==> src/rtl/pm_pkg.sv <==
package pm_pkg;
  localparam int unsigned REG_W = 16;
  localparam int unsigned OFS_W = 4;

  localparam int unsigned B_TMR   = 0;
  localparam int unsigned B_GBL   = 5;
  localparam int unsigned B_PWR   = 8;
  localparam int unsigned B_RTC   = 10;
  localparam int unsigned B_RSM   = 15;
  localparam int unsigned B_ACPI  = 0;
  localparam int unsigned B_SUSGO = 13;
  localparam int unsigned SUS_LO  = 10;
  localparam int unsigned SUS_W   = 3;

  localparam logic [REG_W-1:0] SCI_SRC  = 16'h0521;
  localparam logic [REG_W-1:0] STS_IMPL = 16'h8521;

  localparam logic [OFS_W-1:0] OFS_STS = 4'h0;
  localparam logic [OFS_W-1:0] OFS_EN  = 4'h2;
  localparam logic [OFS_W-1:0] OFS_CTL = 4'h4;
  localparam logic [OFS_W-1:0] OFS_TLO = 4'h8;
  localparam logic [OFS_W-1:0] OFS_THI = 4'hA;

  localparam logic [7:0] APM_ACPI_ON  = 8'hF1;
  localparam logic [7:0] APM_ACPI_OFF = 8'hF0;

  typedef enum logic [SUS_W-1:0] {
    SUS_POWEROFF = 3'd0,
    SUS_RESUME   = 3'd1
  } sus_kind_e;
endpackage

==> src/rtl/pm_timer.sv <==
module pm_timer #(
  parameter int unsigned TMR_W = 24
) (
  input  logic             clk,
  input  logic             rst_n,
  input  logic             tick_i,
  output logic [TMR_W-1:0] cnt_o,
  output logic             msb_flip_o
);
  logic [TMR_W-1:0] cnt_q, cnt_d;

  always_comb begin
    cnt_d = cnt_q;
    if (tick_i) cnt_d = cnt_q + TMR_W'(1);
  end

  always_ff @(posedge clk or negedge rst_n) begin
    if (!rst_n) cnt_q <= '0;
    else        cnt_q <= cnt_d;
  end

  assign cnt_o      = cnt_q;
  assign msb_flip_o = tick_i & (&cnt_q[TMR_W-2:0]);

  assert_tick_step_R1: assert property (@(posedge clk) disable iff (!rst_n)
    tick_i |=> cnt_o == TMR_W'($past(cnt_o) + TMR_W'(1)));
  assert_tick_hold_R1: assert property (@(posedge clk) disable iff (!rst_n)
    !tick_i |=> $stable(cnt_o));
  assert_flip_msb_R2: assert property (@(posedge clk) disable iff (!rst_n)
    msb_flip_o |=> cnt_o[TMR_W-1] != $past(cnt_o[TMR_W-1]));
endmodule

==> src/rtl/pm_status.sv <==
module pm_status
  import pm_pkg::*;
(
  input  logic             clk,
  input  logic             rst_n,
  input  logic             sts_wr_i,
  input  logic             en_wr_i,
  input  logic [REG_W-1:0] wdata_i,
  input  logic             tmr_evt_i,
  input  logic             gbl_evt_i,
  input  logic             rtc_evt_i,
  input  logic             pwrbtn_i,
  input  logic             resume_set_i,
  output logic [REG_W-1:0] sts_o,
  output logic [REG_W-1:0] en_o,
  output logic             sci_o
);
  logic [REG_W-1:0] sts_q, sts_d, en_q, en_d, set_v;

  always_comb begin
    set_v        = '0;
    set_v[B_TMR] = tmr_evt_i;
    set_v[B_GBL] = gbl_evt_i;
    set_v[B_RTC] = rtc_evt_i;
    set_v[B_PWR] = (pwrbtn_i & en_q[B_PWR]) | resume_set_i;
    set_v[B_RSM] = resume_set_i;
  end

  always_comb begin
    sts_d = sts_q;
    if (sts_wr_i) sts_d = sts_d & ~wdata_i;
    sts_d = (sts_d | set_v) & STS_IMPL;
  end

  always_comb begin
    en_d = en_q;
    if (en_wr_i) en_d = wdata_i;
  end

  always_ff @(posedge clk or negedge rst_n) begin
    if (!rst_n) begin
      sts_q <= '0;
      en_q  <= '0;
    end else begin
      sts_q <= sts_d;
      en_q  <= en_d;
    end
  end

  assign sts_o = sts_q;
  assign en_o  = en_q;
  assign sci_o = |(sts_q & en_q & SCI_SRC);

  assert_w1c_R5: assert property (@(posedge clk) disable iff (!rst_n)
    sts_wr_i && wdata_i[B_RTC] && !rtc_evt_i |=> !sts_o[B_RTC]);
  assert_pwrbtn_gate_R4: assert property (@(posedge clk) disable iff (!rst_n)
    pwrbtn_i && !en_o[B_PWR] && !sts_o[B_PWR] && !resume_set_i |=> !sts_o[B_PWR]);
  assert_sci_sticky_R6: assert property (@(posedge clk) disable iff (!rst_n)
    sci_o && !sts_wr_i && !en_wr_i |=> sci_o);
endmodule

==> src/rtl/pm_control.sv <==
module pm_control
  import pm_pkg::*;
(
  input  logic             clk,
  input  logic             rst_n,
  input  logic             ctl_wr_i,
  input  logic [REG_W-1:0] wdata_i,
  input  logic             apm_wr_i,
  input  logic [7:0]       apm_data_i,
  output logic [REG_W-1:0] ctl_o,
  output logic [7:0]       apm_o,
  output logic             resume_set_o,
  output logic             poweroff_o,
  output logic             reset_req_o
);
  logic [REG_W-1:0] ctl_q, ctl_d;
  logic [7:0]       apm_q, apm_d;
  logic             off_q, rst_q;
  logic             sus_go;
  sus_kind_e        sus_kind;

  assign sus_go       = ctl_wr_i & wdata_i[B_SUSGO];
  assign sus_kind     = sus_kind_e'(wdata_i[SUS_LO +: SUS_W]);
  assign resume_set_o = sus_go && (sus_kind == SUS_RESUME);

  always_comb begin
    ctl_d = ctl_q;
    if (ctl_wr_i) begin
      ctl_d          = wdata_i;
      ctl_d[B_SUSGO] = 1'b0;
    end
    if (apm_wr_i && apm_data_i == APM_ACPI_ON)  ctl_d[B_ACPI] = 1'b1;
    if (apm_wr_i && apm_data_i == APM_ACPI_OFF) ctl_d[B_ACPI] = 1'b0;
    apm_d = apm_q;
    if (apm_wr_i) apm_d = apm_data_i;
  end

  always_ff @(posedge clk or negedge rst_n) begin
    if (!rst_n) begin
      ctl_q <= '0;
      apm_q <= '0;
      off_q <= 1'b0;
      rst_q <= 1'b0;
    end else begin
      ctl_q <= ctl_d;
      apm_q <= apm_d;
      off_q <= sus_go && (sus_kind == SUS_POWEROFF);
      rst_q <= resume_set_o;
    end
  end

  assign ctl_o       = ctl_q;
  assign apm_o       = apm_q;
  assign poweroff_o  = off_q;
  assign reset_req_o = rst_q;

  assert_poweroff_src_R8: assert property (@(posedge clk) disable iff (!rst_n)
    poweroff_o |-> $past(ctl_wr_i && wdata_i[B_SUSGO] && wdata_i[SUS_LO +: SUS_W] == 3'd0));
  assert_reset_src_R9: assert property (@(posedge clk) disable iff (!rst_n)
    reset_req_o |-> $past(ctl_wr_i && wdata_i[B_SUSGO] && wdata_i[SUS_LO +: SUS_W] == 3'd1));
  assert_apm_on_R10: assert property (@(posedge clk) disable iff (!rst_n)
    apm_wr_i && apm_data_i == APM_ACPI_ON |=> ctl_o[B_ACPI]);
  assert_apm_off_R10: assert property (@(posedge clk) disable iff (!rst_n)
    apm_wr_i && apm_data_i == APM_ACPI_OFF |=> !ctl_o[B_ACPI]);
endmodule

==> src/rtl/pm_event_ctrl.sv <==
module pm_event_ctrl
  import pm_pkg::*;
#(
  parameter int unsigned TMR_W = 24
) (
  input  logic             clk,
  input  logic             rst_n,
  input  logic             tick_i,
  input  logic             wr_i,
  input  logic [OFS_W-1:0] addr_i,
  input  logic [REG_W-1:0] wdata_i,
  output logic [REG_W-1:0] rdata_o,
  input  logic             apm_wr_i,
  input  logic [7:0]       apm_wdata_i,
  output logic [7:0]       apm_rdata_o,
  input  logic             gbl_evt_i,
  input  logic             rtc_evt_i,
  input  logic             pwrbtn_i,
  output logic             sci_o,
  output logic             poweroff_req_o,
  output logic             reset_req_o
);
  localparam int unsigned EXT_W = 2 * REG_W;

  logic [TMR_W-1:0] tmr_cnt;
  logic [EXT_W-1:0] tmr_ext;
  logic             tmr_flip, resume_set;
  logic [REG_W-1:0] sts, en, ctl;
  logic             sts_wr, en_wr, ctl_wr;

  assign sts_wr  = wr_i && (addr_i == OFS_STS);
  assign en_wr   = wr_i && (addr_i == OFS_EN);
  assign ctl_wr  = wr_i && (addr_i == OFS_CTL);
  assign tmr_ext = EXT_W'(tmr_cnt);

  pm_timer #(.TMR_W(TMR_W)) timer_i (
    .clk(clk), .rst_n(rst_n), .tick_i(tick_i),
    .cnt_o(tmr_cnt), .msb_flip_o(tmr_flip)
  );

  pm_status status_i (
    .clk(clk), .rst_n(rst_n), .sts_wr_i(sts_wr), .en_wr_i(en_wr),
    .wdata_i(wdata_i), .tmr_evt_i(tmr_flip), .gbl_evt_i(gbl_evt_i),
    .rtc_evt_i(rtc_evt_i), .pwrbtn_i(pwrbtn_i), .resume_set_i(resume_set),
    .sts_o(sts), .en_o(en), .sci_o(sci_o)
  );

  pm_control control_i (
    .clk(clk), .rst_n(rst_n), .ctl_wr_i(ctl_wr), .wdata_i(wdata_i),
    .apm_wr_i(apm_wr_i), .apm_data_i(apm_wdata_i), .ctl_o(ctl),
    .apm_o(apm_rdata_o), .resume_set_o(resume_set),
    .poweroff_o(poweroff_req_o), .reset_req_o(reset_req_o)
  );

  always_comb begin
    unique case (addr_i)
      OFS_STS: rdata_o = sts;
      OFS_EN:  rdata_o = en;
      OFS_CTL: rdata_o = ctl;
      OFS_TLO: rdata_o = tmr_ext[REG_W-1:0];
      OFS_THI: rdata_o = tmr_ext[EXT_W-1:REG_W];
      default: rdata_o = '0;
    endcase
  end

  assert_onehot_req_R9: assert property (@(posedge clk) disable iff (!rst_n)
    $onehot0({poweroff_req_o, reset_req_o}));
  assert_resume_sts_R9: assert property (@(posedge clk) disable iff (!rst_n)
    reset_req_o |-> sts[B_RSM] && sts[B_PWR]);
endmodule

==> config.mk <==
export PLATFORM = sky130hd
export DESIGN_NAME = pm_event_ctrl
export DESIGN_NICKNAME = d
export VERILOG_FILES = /design/src/rtl/pm_pkg.sv /design/src/rtl/pm_timer.sv /design/src/rtl/pm_status.sv /design/src/rtl/pm_control.sv /design/src/rtl/pm_event_ctrl.sv
export SDC_FILE = /design/constraint.sdc
export NUM_CORES = 1
export LEC_CHECK = 0
export BUFFER_PORTS_ARGS = -buffer_cell sky130_fd_sc_hd__buf_2
export CAP_MARGIN = 25
export CORE_UTILIZATION = 60
export CTS_CLUSTER_DIAMETER = 120
export CTS_CLUSTER_SIZE = 14
export DETAILED_ROUTE_END_ITERATION = 6
export GPL_ROUTABILITY_DRIVEN = 0
export PLACE_DENSITY_LB_ADDON = 0.25
export SKIP_LAST_GASP = 1
export SYNTH_ARGS = -nofsm -noshare
export SYNTH_HDL_FRONTEND = slang
export SYNTH_HIERARCHICAL = 1
export SYNTH_SLANG_ARGS = --single-unit
==> constraint.sdc <==
create_clock -name clk -period 3.9 [get_ports clk]
set_input_delay 0.78 -clock clk [delete_from_list [all_inputs] [get_ports clk]]
set_output_delay 0.78 -clock clk [all_outputs]
set_load 0.005 [all_outputs]
# After elaboration in Yosys (flattened, before gate mapping)
# Index checks and enable logic that the tools add are counted.
# word_totals
reg_bits,70
word_cells,41
input_bits,36
# classes
bitwise,8
addsub,1
reduce_logical,12
muxes,5
n_eq_ne,7
# ops
op,count
case mux 16 bit (5 select lines),1
adder 24 x 1 -> 24 bit (second input constant),1
AND reduction 23 bit,1
AND 16 bit,1
== test 8 bit (second input constant),2
2-to-1 mux 16 bit,1
inverter 16 bit,1
OR 16 bit,1
AND 11 bit,1
== test 4 bit (second input constant),2
logical AND 1 bit,7
== test 4 x 2 -> 1 bit (second input constant),1
== test 4 x 3 -> 1 bit (second input constant),1
logical NOT 4 bit,1
OR reduction 4 bit,1
AND 1 bit,3
== test 3 x 1 -> 1 bit (second input constant),1
logical NOT 3 bit,1
2-to-1 mux 1 bit,3
nonzero test 3 bit,1
OR 1 bit,1

# Logic depth before layout (Yosys ltp)
# depth
word_depth,6
depth_mapped,9
mapped_depth_nobuf,5

# Cells and area by module
# The synthesis kept the hierarchy.
# modules_own_cells
module,instances,area_each_um2,seq_area_each_um2,cells_per_inst
pm_timer,1,1083.5,600.6,97
pm_control,1,1018.5,625.6,60
pm_status,1,938.4,525.5,64
pm_event_ctrl,1,593.1,0.0,81

# Least setup slack after synthesis
# No wires, ideal clock.
# synth_timing
kind,input port to flip-flop
startpoint,in addr_i[3]
endpoint,reg status_i.sts_q[8] (netlist: status_i/sts_o[8])
stages,9
slack_ns,1.539
t_required_ns,3.834
setup_time_ns,0.066
t_arrival_ns,2.295
path_cell_list,buf_6 -> or3_1 -> buf_6 -> nor2_1 -> buf_6 -> buf_4 -> nand2_1 -> nor4b_2 -> a221o_1
# synth_via
elab_chain_len,6
# synth_lines
item,line,text
start: declaration,pm_event_ctrl.sv:10,"input logic [OFS_W-1:0] addr_i,"
== test 4 x 3 -> 1 bit,pm_event_ctrl.sv:33,assign ctl_wr = wr_i && (addr_i == OFS_CTL);
logical AND 1 bit,pm_event_ctrl.sv:33,
named net ctl_wr,pm_event_ctrl.sv:29,"logic sts_wr, en_wr, ctl_wr;"
AND 1 bit,pm_control.sv:22,assign sus_go = ctl_wr_i & wdata_i[B_SUSGO];
logical AND 1 bit,pm_control.sv:24,assign resume_set_o = sus_go && (sus_kind == SUS_RESUME);
named net resume_set,pm_event_ctrl.sv:27,"logic tmr_flip, resume_set;"
OR 1 bit,pm_status.sv:25,set_v[B_PWR] = (pwrbtn_i & en_q[B_PWR]) | resume_set_i;
OR 16 bit,pm_status.sv:32,sts_d = (sts_d | set_v) & STS_IMPL;
named net status_i.sts_d[8],pm_status.sv:18,"logic [REG_W-1:0] sts_q, sts_d, en_q, en_d, set_v;"
end signal: assignment,pm_status.sv:45,sts_q <= sts_d;
end: declaration,pm_status.sv:18,
# The timed path passes the listed nets, and every way through them passes these cells.
# A chain may end at the register's enable or synchronous reset.

# Worst setup path after layout
# layout_timing
startpoint,in addr_i[2]
endpoint,out rdata_o[9]
# layout_via
elab_chain_len,2
# layout_lines
item,line,text
"== test 4 bit, or another cell as far along",pm_event_ctrl.sv:56,unique case (addr_i)
case mux 16 bit (5 select lines) *,pm_event_ctrl.sv:56,
end: declaration,pm_event_ctrl.sv:12,"output logic [REG_W-1:0] rdata_o,"
# Mark *: on every way between the ends. The rest lies on a longest branch, timed or not.

==> qor.log <==
[critical_path] critical path start-end classification input pin to output pin
[global_routing] wire length of the first global-routing pass 12,300 um
[timing] maximum clock skew at final layout 7.67 ps
[global_routing] number of global-route vias before repair 2,459
[timing] setup repair after global routing missed its margin false
[die] starting density of the core 64.0%
[yosys] total of warnings raised by yosys 6
[place] cell total after placement 421
[global_routing] pin count of the biggest net entering global routing 71
[die] die outline height 79.8 um
[power] worst vdd rail ir drop 0.300 mV
[cells_and_area] Final Instance Area 4070 um^2
[route] detailed router's first-iteration violation count 204
[yosys] Syn Inst Count 302
[timing] final number of setup-violating endpoints 0
[cells_and_area] fillers 427
[timing] Worst-Margin Slew 737 ps
[clock_tree] Clock Latency Late Sink 330 ps
[clock_tree] Root Driver clkbuf_8
[cells_and_area] area growth from synthesis to layout 12.0%
[critical_path] Crit path required time 3120 ps
[yosys] average instance area after synthesis 12.0 um^2
[timing] share of the clock period used by the worst path 79.2%
[die] number of rows in the core area 27
[critical_path] crit path capture type output pin
[worst_hold_path] worst hold path type input pin to asynchronous set/reset pin
[yosys] mapped cell area 3630 um^2
[die] Die Area 6370 um^2
[cells_and_area] layout net count 397
[route] routed length per instance 17.7 um
[critical_path] FF-to-FF path depth 5
[cells_and_area] Antenna Diode Count 0
[route] DR vias 2,596
[die] Core Box Area 5680 um^2
[yosys] Yosys reg bits 70
[yosys] cells taking the most area after synthesis dfrtp_1 48%, mux2_2 9.0%, a22oi_1 5.4%
[critical_path] Setup crit start kind input pin
[route] DRC violations left 0
[timing] Tmin final 3090 ps
[cells_and_area] share of the core filled with cells 71.7%
[yosys] portion of synthesized cell area occupied by the leading cell type 48.2%
[yosys] dominant cell type by area after synthesis dfrtp_1
[power] leakage power 0.00189 uW
[clock_tree] clock input transition at the sequential cells of the worst setup and hold paths 70 ps
[route] aggregate routed wire length 7710 um
[cells_and_area] fraction of final layout cells sized beyond drive strength 1 35.7%
[yosys] count of cell types in the netlist 41
[clock_tree] Num CTS Buffers 9
[critical_path] maximum fanout count along the critical path 15
[cells_and_area] Non-Filler Instances 436
[place] Post-DP HPWL 5460 um
[die] count of boundary I/O pins 63
[critical_path] cell type of the slowest stage on the worst timing path nor2b_1
[critical_path] cell breakdown of the critical path buf_2 -> nor2b_1 -> a22oi_1 -> o21ai_0 -> buf_2
[clock_tree] Max clock buf depth 2
[timing] count of endpoints failing hold in the final timing report 0
[global_routing] antenna violations before repair 0
[route] length of the first detailed-routing pass in iterations 5
[timing] Slew HR 50.8%
[route] ANT nets after route 0
[clock_tree] Setup Fix Bufs, Post-CTS 0
[global_routing] total global routing track utilization 26.2%
[global_routing] total global routing overflow 0
[clock_tree] count of H-tree levels built during CTS 3
[clock_tree] number of hold buffers added after CTS 0
[clock_tree] post-cts resize count 0
[clock_tree] clk sink count 70
[critical_path] biggest cell delay along the critical path 660 ps
[timing] sum of negative setup slack 0 ps
[power] Cell Pwr Density 447 nW/um^2
[place] IO buf count 62
[clock_tree] TritonCTS clock tree yes
[run_status] status complete, no violations
[cells_and_area] top library cells by usage in the layout, fill and taps aside 70 x dfrtp_1, 62 x buf_2, 29 x mux2_2
[cells_and_area] most common cell after layout, fill and taps aside dfrtp_1
[die] die boundary width 79.8 um
[timing] fmax 0.324 GHz
[route] vias per inst 5.95
[critical_path] critical path data arrival time 2310 ps
[place] Placement Cell Area 3880 um^2
[flow_run] max cap viols 0
[critical_path] cell seen most often among critical-path stages buf_2
[timing] max-slew violation count 0
[yosys] register area share after synthesis 48.2%
path summary, 6_finish.rpt:
check	slack, ps	to	from
max in group asynchronous	3130	control_i/ctl_o[14]	rst_n
max	810	rdata_o[9]	addr_i[2]
min	450	control_i/poweroff_o	rst_n
max reg2reg	1940	status_i/sts_o[0]	timer_i/cnt_o[0]
min in group clk	470	timer_i/cnt_o[23]	timer_i/cnt_o[23]
min reg2reg	470	timer_i/cnt_o[23]	timer_i/cnt_o[23]
cells by family (layout without fill, tap and decap cells):
kind of cell,count (synthesis),after routing,synth area share [%]
simple gates,78,78,13.5
flops,70,70,48.2
mux,49,49,16.2
compound gates,47,47,9.47
buf+inv,32,84,6.58
xor+xnor,23,23,5.54
other cells,2,12,0.207
fa+ha+maj,1,1,0.344
Yosys cell counts (all sizes together):
library cell  number
or3                1
and4bb             1
nor4               7
buf               21
or4                2
a221o              1
nand2             25
nor4b              2
dfrtp             70
mux2i              8
xor2               9
o211ai             1
or4b               1
mux2              41
conb               2
nor2               8
and3               1
nand3              7
inv                4
a22oi             26
nand4b             1
nor3               3
and2b              1
nand4             10
ha                 1
and2               2
o221ai             7
or2                3
o21ai              8
xnor2             14
nor2b              3
a21o               4
clkbuf             7
metal layers:
metal	vias up	part of all wire, %	global-route usage, %
met4	0	2.0	12.7
met3	12	5.5	4.11
li1	1200	-	-
met2	91	49	41.0
met5	-	0	0
met1	1293	44	35.4
area by class of cell:
cell class / instances / area, um^2 / share of cell area [%]
inverter: 4 / 15.0 / 0.369
tap: 72 / 90.1 / 2.21
multi-input combinational: 210 / 1680 / 41.3
clock buffer: 15 / 186 / 4.58
sequential: 70 / 1750 / 43.1
timing repair buffer: 65 / 345 / 8.49
per-stage QoR:
step	total power [uW]	setup slack, ps	hold WS [ps]
2_1_floorplan	1160	1540	441
3_3_place_gp	1270	890	460
3_5_place_dp	1280	845	462
4_1_cts	1830	835	471
5_1_grt	1900	734	485
6_report	1820	813	445
worst max-delay path: cells and delay by family:
kind                   cells  cell delay [ps]
AOI/OAI and AO/OA          2              400
buffers and inverters      2              460
and+or+nand+nor            1              660
registers in the layout, summed over array words and instances, names as in the netlist:
name	flops
timer_i/cnt_o	24
control_i/apm_o	8
control_i/ctl_o	15
control_i/poweroff_o	1
control_i/reset_req_o	1
status_i/en_o	16
status_i/sts_o	5
power by group:
part / internal, uW / total [uW] / leakage, uW / switching, uW
Combinational: 180 / 311 / 0.000922 / 131
Clock: 298 / 544 / 0.0000958 / 246
Sequential: 847 / 965 / 0.000869 / 117
No activity file was read; power rests on OpenSTA's default activity.
